## config.mk

```make
export PLATFORM = sky130hd
export DESIGN_NAME = pwr_seq_ctrl
export DESIGN_NICKNAME = d
export VERILOG_FILES = /design/src/rtl/pwr_seq_pkg.sv /design/src/rtl/pwr_seq_sync.sv /design/src/rtl/pwr_seq_timer.sv /design/src/rtl/pwr_seq_ctrl.sv
export SDC_FILE = /design/constraint.sdc
export NUM_CORES = 1
export LEC_CHECK = 0
export ABC_AREA = 1
export BUFFER_PORTS_ARGS = -buffer_cell sky130_fd_sc_hd__clkbuf_2
export CELL_PAD_IN_SITES_DETAIL_PLACEMENT = 0
export CELL_PAD_IN_SITES_GLOBAL_PLACEMENT = 1
export CORE_AREA = 2 2 114 116
export DETAILED_ROUTE_END_ITERATION = 8
export DIE_AREA = 0 0 116 118
export GPL_ROUTABILITY_DRIVEN = 0
export PLACE_DENSITY = 0.67
export SLEW_MARGIN = 20
export SYNTH_ARGS = -nofsm -noshare
export SYNTH_HDL_FRONTEND = slang
export SYNTH_HIERARCHICAL = 1
export SYNTH_SLANG_ARGS = --single-unit
```

## constraint.sdc

```tcl
create_clock -name clk -period 3.3 [get_ports clk]
set_clock_uncertainty 0.15 [all_clocks]
set_input_delay 0.165 -clock clk [delete_from_list [all_inputs] [get_ports clk]]
set_output_delay 0.165 -clock clk [all_outputs]
set_load 0.05 [all_outputs]
```

## src/rtl/pwr_seq_pkg.sv

```systemverilog
package pwr_seq_pkg;

  // Fixed group positions; domains start at GRP_DOM0, I/O follows the domains.
  localparam int GRP_18   = 0;
  localparam int GRP_CORE = 1;
  localparam int GRP_DDR  = 2;
  localparam int GRP_DOM0 = 3;

  typedef enum logic [3:0] {
    ST_IDLE,
    ST_RAMP_18,
    ST_RAMP_CORE,
    ST_RAMP_DOM,
    ST_RAMP_IO,
    ST_WAIT_OSC,
    ST_RELEASE,
    ST_ON,
    ST_PD_RST,
    ST_PD_IO,
    ST_PD_DOM,
    ST_PD_CORE,
    ST_PD_18,
    ST_FAULT
  } seq_state_t;

endpackage

```

## src/rtl/pwr_seq_sync.sv

```systemverilog
module pwr_seq_sync #(
  parameter int W      = 1,
  parameter int STAGES = 2
) (
  input  logic         clk,
  input  logic         rst,
  input  logic [W-1:0] d,
  output logic [W-1:0] q
);

  logic [W-1:0] chain [STAGES];

  genvar s;
  generate
    for (s = 0; s < STAGES; s++) begin : g_stage
      always_ff @(posedge clk) begin
        if (rst) chain[s] <= '0;
        else if (s == 0) chain[s] <= d;
        else chain[s] <= chain[(s == 0) ? 0 : s-1];
      end
    end
  endgenerate

  assign q = chain[STAGES-1];

endmodule

```

## src/rtl/pwr_seq_timer.sv

```systemverilog
module pwr_seq_timer #(
  parameter int TW = 16
) (
  input  logic          clk,
  input  logic          rst,
  input  logic          clr,
  input  logic [TW-1:0] limit,
  output logic [TW-1:0] cnt,
  output logic          expired
);

  localparam logic [TW-1:0] CMAX = '1;

  always_ff @(posedge clk) begin
    if (rst || clr)        cnt <= '0;
    else if (cnt != CMAX)  cnt <= cnt + 1'b1;
  end

  assign expired = (cnt >= limit);

  AST_TIMER_SAT: assert property (@(posedge clk) disable iff (rst)
    ($past(cnt) == CMAX && !$past(clr)) |-> cnt == CMAX);

endmodule

```

## src/rtl/pwr_seq_ctrl.sv

```systemverilog
module pwr_seq_ctrl
  import pwr_seq_pkg::*;
#(
  parameter int NDOM     = 4,
  parameter int TW       = 16,
  parameter int HOLD_CYC = 16,
  parameter bit STAGGER  = 1'b1,
  parameter int SYNC_STG = 2,
  localparam int NG      = NDOM + 4
) (
  input  logic          clk,
  input  logic          rst,
  input  logic          start_req,
  input  logic          shut_req,
  input  logic          fast_pd,
  input  logic [NG-1:0] pg,
  input  logic          osc_ok,
  input  logic [TW-1:0] timeout_cycles,
  output logic [NG-1:0] rail_en,
  output logic          por_n,
  output logic          osc_en,
  output logic          done,
  output logic          fault
);

  localparam int DIW    = (NDOM > 1) ? $clog2(NDOM) : 1;
  localparam int GRP_IO = GRP_DOM0 + NDOM;
  localparam logic [NG-1:0] M18  = NG'(1) << GRP_18;
  localparam logic [NG-1:0] MCD  = (NG'(1) << GRP_CORE) | (NG'(1) << GRP_DDR);
  localparam logic [NG-1:0] MDOM = NG'((1 << NDOM) - 1) << GRP_DOM0;
  localparam logic [NG-1:0] MIO  = NG'(1) << GRP_IO;
  localparam logic [DIW-1:0] IDX_LAST = DIW'(NDOM - 1);

  seq_state_t state, nxt;
  logic [NG-1:0]  en_q, en_set, en_clr, dom_tgt, pg_s;
  logic [DIW-1:0] idx_q, idx_nx;
  logic           por_q, osc_q, done_q, fault_q, osc_s;
  logic           por_up, por_dn, osc_on, osc_off, flt, idx_mv, act;
  logic           pu_state, ok, tmo;
  logic [TW-1:0]  tcnt;

  pwr_seq_sync #(.W(NG + 1), .STAGES(SYNC_STG)) u_sync (
    .clk(clk), .rst(rst), .d({osc_ok, pg}), .q({osc_s, pg_s})
  );

  pwr_seq_timer #(.TW(TW)) u_timer (
    .clk(clk), .rst(rst), .clr(act), .limit(timeout_cycles),
    .cnt(tcnt), .expired(tmo)
  );

  always_comb begin
    dom_tgt  = STAGGER ? (NG'(1) << (GRP_DOM0 + int'(idx_q))) : MDOM;
    pu_state = (state == ST_RAMP_18) || (state == ST_RAMP_CORE) ||
               (state == ST_RAMP_DOM) || (state == ST_RAMP_IO) ||
               (state == ST_WAIT_OSC) || (state == ST_RELEASE);
    unique case (state)
      ST_RAMP_18:   ok = (pg_s & M18) == M18;
      ST_RAMP_CORE: ok = (pg_s & MCD) == MCD;
      ST_RAMP_DOM:  ok = (pg_s & dom_tgt) == dom_tgt;
      ST_RAMP_IO:   ok = (pg_s & MIO) == MIO;
      ST_WAIT_OSC:  ok = osc_s;
      ST_RELEASE:   ok = (tcnt == TW'(HOLD_CYC - 1));
      ST_PD_IO:     ok = (pg_s & MIO) == '0;
      ST_PD_DOM:    ok = (pg_s & dom_tgt) == '0;
      ST_PD_CORE:   ok = (pg_s & (MCD | MDOM)) == '0;
      ST_PD_18:     ok = (pg_s & M18) == '0;
      default:      ok = 1'b0;
    endcase
  end

  always_comb begin
    nxt = state; en_set = '0; en_clr = '0; idx_nx = idx_q; idx_mv = 1'b0;
    por_up = 1'b0; por_dn = 1'b0; osc_on = 1'b0; osc_off = 1'b0; flt = 1'b0;
    if (pu_state && shut_req) begin
      nxt = ST_PD_RST; por_dn = 1'b1;
    end else if (pu_state && !ok && tmo && state != ST_RELEASE) begin
      nxt = ST_PD_RST; por_dn = 1'b1; flt = 1'b1;
    end else begin
      unique case (state)
        ST_IDLE: if (start_req && !shut_req) begin
          nxt = ST_RAMP_18; en_set = M18;
        end
        ST_RAMP_18: if (ok) begin
          nxt = ST_RAMP_CORE; en_set = MCD; osc_on = 1'b1;
        end
        ST_RAMP_CORE: if (ok) begin
          nxt = ST_RAMP_DOM; idx_nx = '0;
          en_set = STAGGER ? (NG'(1) << GRP_DOM0) : MDOM;
        end
        ST_RAMP_DOM: if (ok) begin
          if (STAGGER && idx_q != IDX_LAST) begin
            idx_nx = idx_q + 1'b1; idx_mv = 1'b1;
            en_set = NG'(1) << (GRP_DOM0 + int'(idx_q) + 1);
          end else begin
            nxt = ST_RAMP_IO; en_set = MIO;
          end
        end
        ST_RAMP_IO:  if (ok) nxt = ST_WAIT_OSC;
        ST_WAIT_OSC: if (ok) nxt = ST_RELEASE;
        ST_RELEASE:  if (ok) begin nxt = ST_ON; por_up = 1'b1; end
        ST_ON: if (shut_req) begin nxt = ST_PD_RST; por_dn = 1'b1; end
        ST_PD_RST: begin
          nxt = ST_PD_IO; en_clr = MIO; osc_off = 1'b1;
        end
        ST_PD_IO: if (ok || tmo) begin
          flt = !ok;
          if (fast_pd) begin
            nxt = ST_PD_CORE; en_clr = MDOM | MCD;
          end else begin
            nxt = ST_PD_DOM; idx_nx = IDX_LAST;
            en_clr = STAGGER ? (NG'(1) << (GRP_DOM0 + NDOM - 1)) : MDOM;
          end
        end
        ST_PD_DOM: if (ok || tmo) begin
          flt = !ok;
          if (STAGGER && idx_q != '0) begin
            idx_nx = idx_q - 1'b1; idx_mv = 1'b1;
            en_clr = NG'(1) << (GRP_DOM0 + int'(idx_q) - 1);
          end else begin
            nxt = ST_PD_CORE; en_clr = MCD;
          end
        end
        ST_PD_CORE: if (ok || tmo) begin
          flt = !ok; nxt = ST_PD_18; en_clr = M18;
        end
        ST_PD_18: if (ok || tmo) begin
          flt = !ok;
          nxt = (fault_q || !ok) ? ST_FAULT : ST_IDLE;
        end
        default: nxt = state;
      endcase
    end
    act = (nxt != state) || idx_mv;
  end

  always_ff @(posedge clk) begin
    if (rst) begin
      state <= ST_IDLE; en_q <= '0; idx_q <= '0;
      por_q <= 1'b0; osc_q <= 1'b0; done_q <= 1'b0; fault_q <= 1'b0;
    end else begin
      state   <= nxt;
      en_q    <= (en_q | en_set) & ~en_clr;
      idx_q   <= idx_nx;
      por_q   <= por_up | (por_q & ~por_dn);
      osc_q   <= osc_on | (osc_q & ~osc_off);
      done_q  <= (nxt == ST_ON);
      fault_q <= fault_q | flt;
    end
  end

  assign rail_en = en_q;
  assign por_n   = por_q;
  assign osc_en  = osc_q;
  assign done    = done_q;
  assign fault   = fault_q;

  AST_RESET_QUIET: assert property (@(posedge clk)
    $past(rst) |-> (en_q == '0 && !por_q && !osc_q && !done_q && !fault_q));

  AST_CORE_UNDER_DOM: assert property (@(posedge clk) disable iff (rst)
    ((en_q & MDOM) != '0) |-> en_q[GRP_CORE]);

  AST_IO_UNDER_CORE: assert property (@(posedge clk) disable iff (rst)
    en_q[GRP_IO] |-> en_q[GRP_CORE]);

  AST_RELEASE_READY: assert property (@(posedge clk) disable iff (rst)
    $rose(por_q) |-> (en_q == '1 && (pg_s == '1) && osc_s && done_q));

  AST_NO_DROP_IN_RUN: assert property (@(posedge clk) disable iff (rst)
    ((~en_q & $past(en_q)) != '0) |-> !$past(por_q));

  AST_OSC_OFF_ORDER: assert property (@(posedge clk) disable iff (rst)
    $fell(osc_q) |-> (!$past(por_q) && en_q[GRP_18]));

  AST_FAULT_STICKY: assert property (@(posedge clk) disable iff (rst)
    $past(fault_q) |-> fault_q);

  generate
    if (STAGGER) begin : g_stag_chk
      AST_ONE_DOM_RISE: assert property (@(posedge clk) disable iff (rst)
        $countones(en_q & ~$past(en_q) & MDOM) <= 1);
    end
  endgenerate

endmodule

```

Word-level counts from Yosys, hierarchy flattened:

Memory sizes are Yosys's and may differ from the RTL's.
Cells that the tools add are included.

* register bits after elaboration: 34
* RAM bits: 18
* input port bits: 30
* output and inout bits: 12
* logic and storage cells: 160
* memories kept: 1

Memory list
* u_sync.chain: words 2, bits a word 9, read ports 2, clocked after Yosys merged registers in 0, wr ports 2, line pwr_seq_sync.sv:11 `logic [W-1:0] chain [STAGES];`

* add/sub/neg operators: 6
* order comparisons: 1
* equality and inequality tests: 27
* shift-type cells: 3
* muxes and demuxes: 74
* bitwise logic cells: 15
* reduce and logical (&&, ||, !) cells: 25

Operator list (count)
* 1-bit by 32-bit left shift with 8-bit output, first input constant: 3
* 4-bit 2-to-1 mux: 18
* 8-bit 2-to-1 mux: 8
* 8-bit one-hot mux with 4 select lines: 2
* 4-bit one-hot mux with 13 select lines: 1
* 32-bit by 2-bit adder with 32-bit output, second input constant: 1
* 8-bit logical NOT: 4
* 1-bit 2-to-1 mux: 30
* 4-bit by 3-bit equality test with 1-bit output, second input constant: 5
* 4-bit equality test, second input constant: 5
* 9-bit 2-to-1 mux: 2
* 16-bit by 1-bit adder with 16-bit output, second input constant: 1
* 8-bit AND: 2
* 16-bit by 4-bit equality test with 1-bit output, second input constant: 1
* 16-bit greater-or-equal comparator: 1
* 16-bit inequality test, second input constant: 1
* 2-bit 2-to-1 mux: 7
* 2-bit inequality test, second input constant: 7
* 1-bit one-hot mux with 10 select lines: 1
* 10-bit AND reduction: 1
* 1-bit logical OR: 9
* 4-bit by 2-bit equality test with 1-bit output, second input constant: 2
* 8-bit equality test: 1
* 8-bit NOT: 1
* 24 further kinds: 37

Depth between registers and ports, before layout:

* word-level depth: 15
* depth in mapped cells: 24

Hierarchy:

The synthesis kept the hierarchy.

Modules (own cells, without submodules)
* pwr_seq_ctrl: times used 1, cells an instance 296, area an instance 1813.0 µm²
* pwr_seq_timer: times used 1, cells an instance 206, area an instance 1328.8 µm²
* pwr_seq_sync: times used 1, cells an instance 56, area an instance 521.8 µm²

Worst setup path before layout:

Ideal clock, no wire load.

* path kind: register to register
* start point: register idx_q[0]
* end point: register u_timer.cnt[2]
* library setup time: 0.076 ns
* data arrival time: 2.825 ns
* data required time: 3.074 ns
* path slack: 0.249 ns
* stages on the path, launching flop included: 23
* path buffers: 0
* clock period less this slack: 3.051 ns
* cell sequence: dfxtp_1 -> inv_1 -> ha_1 -> inv_1 -> ha_1 -> nand2_1 -> nand3_1 -> nor2_1 -> nand2_1 -> nand3_4 -> nor2_8 -> nand2_4 -> inv_4 -> nor2_2 -> nor2_2 -> nand3_2 -> nand2_1 -> nand2_1 -> nand2_1 -> nand3_1 -> nor2_4 -> clkinv_1 -> a31oi_1

* longest elaborated chain between the ends: 15

RTL lines
* from (decl): line pwr_seq_ctrl.sv:36 `logic [DIW-1:0] idx_q, idx_nx;`
* from (signal assigned): line pwr_seq_ctrl.sv:143 `idx_q <= idx_nx;`
* 2-bit by 2-bit adder with 3-bit output: line pwr_seq_ctrl.sv:52 `dom_tgt = STAGGER ? (NG'(1) << (GRP_DOM0 + int'(idx_q))) : MDOM;`
* 1-bit by 32-bit left shift with 8-bit output: line pwr_seq_ctrl.sv:52
* 8-bit AND: line pwr_seq_ctrl.sv:59, pwr_seq_ctrl.sv:64
* 8-bit equality test or 8-bit logical NOT (tied branches): line pwr_seq_ctrl.sv:59, pwr_seq_ctrl.sv:64
* 1-bit one-hot mux with 10 select lines: line pwr_seq_ctrl.sv:56 `unique case (state)`
* 1-bit logical NOT: line pwr_seq_ctrl.sv:76, pwr_seq_ctrl.sv:128
* 1-bit logical OR: line pwr_seq_ctrl.sv:128 `nxt = (fault_q || !ok) ? ST_FAULT : ST_IDLE;`
* 4-bit 2-to-1 mux: line pwr_seq_ctrl.sv:128
* 4-bit 2-to-1 mux: line pwr_seq_ctrl.sv:126 `ST_PD_18: if (ok || tmo) begin`
* 4-bit one-hot mux with 13 select lines: line pwr_seq_ctrl.sv:79 `unique case (state)`
* 4-bit 2-to-1 mux: line pwr_seq_ctrl.sv:76 `end else if (pu_state && !ok && tmo && state != ST_RELEASE) begin`
* 4-bit 2-to-1 mux: line pwr_seq_ctrl.sv:74 `if (pu_state && shut_req) begin`
* 4-bit inequality test: line pwr_seq_ctrl.sv:133 `act = (nxt != state) || idx_mv;`
* 1-bit logical OR *: line pwr_seq_ctrl.sv:133
* net act: line pwr_seq_ctrl.sv:38 `logic por_up, por_dn, osc_on, osc_off, flt, idx_mv, act;`
* 1-bit logical OR *: line pwr_seq_timer.sv:15 `if (rst || clr) cnt <= '0;`
* to (signal assigned): line pwr_seq_timer.sv:16 `else if (cnt != CMAX) cnt <= cnt + 1'b1;`
* to (decl): line pwr_seq_timer.sv:8 `output logic [TW-1:0] cnt,`

The timed path passes the listed nets; every way through them passes the cells marked *.
A chain may end at the register's enable or synchronous reset.

Worst setup path in the final report:

* start point: register idx_q[0]
* end point: register u_timer.cnt[6]

The elaborated chain is that of the path after synthesis.

==> impl_results.md <==
- Status: completed
- Mux contribution to synthesized area: 0%
- # DRC: 0
- P per Cell Area: ~350 mW/mm2
- Ant. Diodes: 0
- Clock buffer count from CTS: 5
- Non-Filler Instances: 799
- Post-synth top area share: 28.4%
- Routed vias/inst: between 4 and 5
- Tmin final: 3.03 ns
- Initial Utilization: 29.5%
- Synth cell types: 41
- Register area share after synthesis: about 28%
- Setup repair after global routing missed its margin: no
- Design Power: 1.57 mW
- Core region area: 0.0124 mm2
- IO Count: 42
- Required time at the worst-slack endpoint: 3.37 ns
- Top_reg_cell synth: dfxtp_1
- Root Driver: clkbuf_16
- Placed insts: 781
- Clock sinks: 52
- Psw: between 0.5 and 0.6 mW
- Main combinational cell family by area after synthesis: simple AND/OR/NAND/NOR gates
- Drt first pass iters: 5
- Synth Cell Area: 0.00366 mm2
- Mapped Cells: 558
- Final Hold Viols: 0
- Worst slew pin tran: 0.691 ns
- DP Worst Slack: approximately 0.20 ns
- Die Span Y: 118 um
- Share of layout cells above drive strength 1: about a fifth
- Port Buffers: 41
- Final HPWL DP: 7.71 mm
- DRT iter0 DRCs: 210
- Synth warnings: 6
- Max-Cap Viols: 0
- Critical Path Sink Type: flop
- First-pass GRT wire length: 16.0 mm
- Hold Crit Class: in2reg
- CTS clk-pin slew, worst paths: 0.07 ns
- Final period util: 91.9%
- Setup TNS Final: 0 ns
- Clk pwr share: 34.7%
- Headroom to the max-slew limit: a little over half
- Final WS setup: 0.268 ns
- Area share of fa/ha/maj cells after synthesis: 8.88%
- Worst-case clock buffer depth: 2
- Sw Share: 31.9%
- Total vias in the final route: 3,627
- Global route overflow: 0
- Largest area contributor in the netlist: dfxtp_1
- Worst setup path class: reg2reg
- Crit path launch type: flop
- Initial antenna violation count: 0
- Synth Area in Compound Gates: 9.84%
- Syn Nets: 614
- Number of global-route vias before repair: 3,312
- WHS: 0.115 ns
- Per-cell routed wire length: 12.4 um
- All-Layer GR Usage: between 10% and 20%
- # nets final: 682
- Combinational power share: 21.6%
- FFs w/ async S/R, synth: 0%
- Seq pwr share: 43.7%
- Simple logic cell fraction of the synthesized area: 39.0%
- Die area: 0.0137 mm2
- Chip Width: 116 um
- Peak supply drop: 0.218 mV
- Largest net degree at the start of global routing: 31
- Syn avg cell area: ~6.6 um2
- Routed WL: 9.87 mm
- Clk Latency, worst-skew pair: around 0.30 ns
- Int Power: ~1.1 mW
- Worst path arrival time: 3.11 ns
- Crit-path max FO: 9
- Core Rows: 41
- Leak pwr: about 2.2 nW
- Synthesis-stage register bit count: between 50 and 60
- Synth Area in XOR/XNOR: 0.956%
- TritonCTS clock tree: yes
- Setup violators final: 0
- Post-synth EDFFs: 0
- FMAX: 0.330 GHz
- Synth area leaders: dfxtp_1 28%, nand2_1 11%, inv_1 10%, nor2_1 9.2%, ha_1 8.9%
- Htree depth: 2
- Antenna-violating nets left: 0
- Pins Over Slew Limit: 0
- P&R area growth vs syn: 21.4%
==> layer usage <==
metal  global-route usage [%]  vias to the layer above  wire length [um]
met4                     4.39                        0               210
met5                        0                        -                 0
met3                     2.57                       17               585
li1                         -                     1907                 -
met2                     23.3                      113              4350
met1                     20.5                     1590              4720
==> flip-flops by register name, indices dropped and copies added (netlist names) <==
name          flops
done              1
fault             1
idx_q             2
osc_en            1
por_n             1
rail_en           8
state             4
u_sync/chain     18
u_timer/cnt      16
==> final timing paths <==
check,startpoint,endpoint,slack (ns),depth (start not counted)
setup / recovery,idx_q[0],u_timer/cnt[6],0.27,21
hold / removal,shut_req,por_n,0.12,4
setup reg to reg,idx_q[0],u_timer/cnt[6],0.27,21
hold reg to reg,u_sync/chain[0][5],u_sync/chain[1][5],0.25,2
==> power groups by stage <==
stage / sequential (mW) / clock, mW / combinational (mW)
6_report: 0.686 / 0.545 / 0.340
5_1_grt: 0.690 / 0.587 / 0.381
4_1_cts: 0.685 / 0.561 / 0.327
3_5_place_dp: 0.699 / 0 / 0.318
3_3_place_gp: 0.698 / 0 / 0.317
2_1_floorplan: 0.697 / 0 / 0.221
==> cell families (layout without fill, tap and decap cells) <==
group                      after synthesis  after routing
buffers and inverters                  116            184
and+or+nand+nor                        298            299
AOI/OAI and AO/OA                       62             62
adders and majority gates               26             26
DFF                                     52             52
xor gates and xnor gates                 4              4
==> worst max-delay path, cell delays in order, from the launching register on <==
cell	delay, ns
dfxtp_1	0.35
buf_4	0.17
ha_2	0.23
inv_1	0.11
nor3_1	0.14
nor2_1	0.06
nand2_1	0.12
nand3_4	0.16
nor2_8	0.19
nand2_4	0.10
inv_4	0.10
nor2_2	0.04
nor2_2	0.11
nand3_2	0.11
nand2_1	0.07
nand2_1	0.05
nand2_1	0.07
nand3_2	0.10
nor2_4	0.12
clkinv_1	0.08
buf_4	0.17
a31oi_1	0.14
==> synth_stat cells (5+ instances only) <==
cell type,n
nand2_1,109
inv_1,98
nor2_1,90
dfxtp_1,52
nand3_1,42
ha_1,26
a21oi_1,23
o21ai_0,13
nor3_1,11
inv_2,9
nand4_1,8
a31oi_1,6
nor2_4,6
o21ai_1,6
nand2_2,5
nand2_4,5
nand3_2,5
nor2_2,5
==> repair_timing <==
| item | in CTS | in global routing |
|---|---|---|
| gates resized for setup | 0 | 14 |
| endpoints found under the setup margin | 0 | 11 |
| hold buffers | 9 | 0 |
| setup buffers | 0 | 0 |
| endpoints found under the hold margin | 9 | 0 |
==> stage by stage <==
stage / cell area [um2] / utilization [%]
2_1_floorplan: 3660 / -
3_3_place_gp: 4150 / 33.4
3_5_place_dp: 4150 / 33.4
4_1_cts: 4390 / 35.4
5_1_grt: 4450 / 35.8
6_report: 4450 / 35.8
==> cell usage in the layout (no fill, tap or decap), drive strengths merged <==
master       instances
nand3b               3
ha                  26
buf                 16
o41ai                1
nor3                14
o31ai                2
clkinv               2
o211ai               3
a21oi               24
a31o                 2
a31oi                6
nor4                 2
nand3               48
a211oi               1
nand4                8
dfxtp               52
dlygate4sd3          9
o21bai               2
xnor2                2
or2                  1
nand2              119
xor2                 2
clkbuf              46
a2bb2oi              1
o2111ai              1
o21ai               19
nor2               104
inv                111
==> area by class of cell <==
cell class,count,area [um2]
clock buffers,5,125
clock inverters,3,26.3
fillers,1364,7970
inverters,110,418
multi-input cells,391,2200
flip-flops and latches,52,1040
well taps,172,215
repair buffers,66,415
Note: power is estimated with default switching activity, not from simulation.
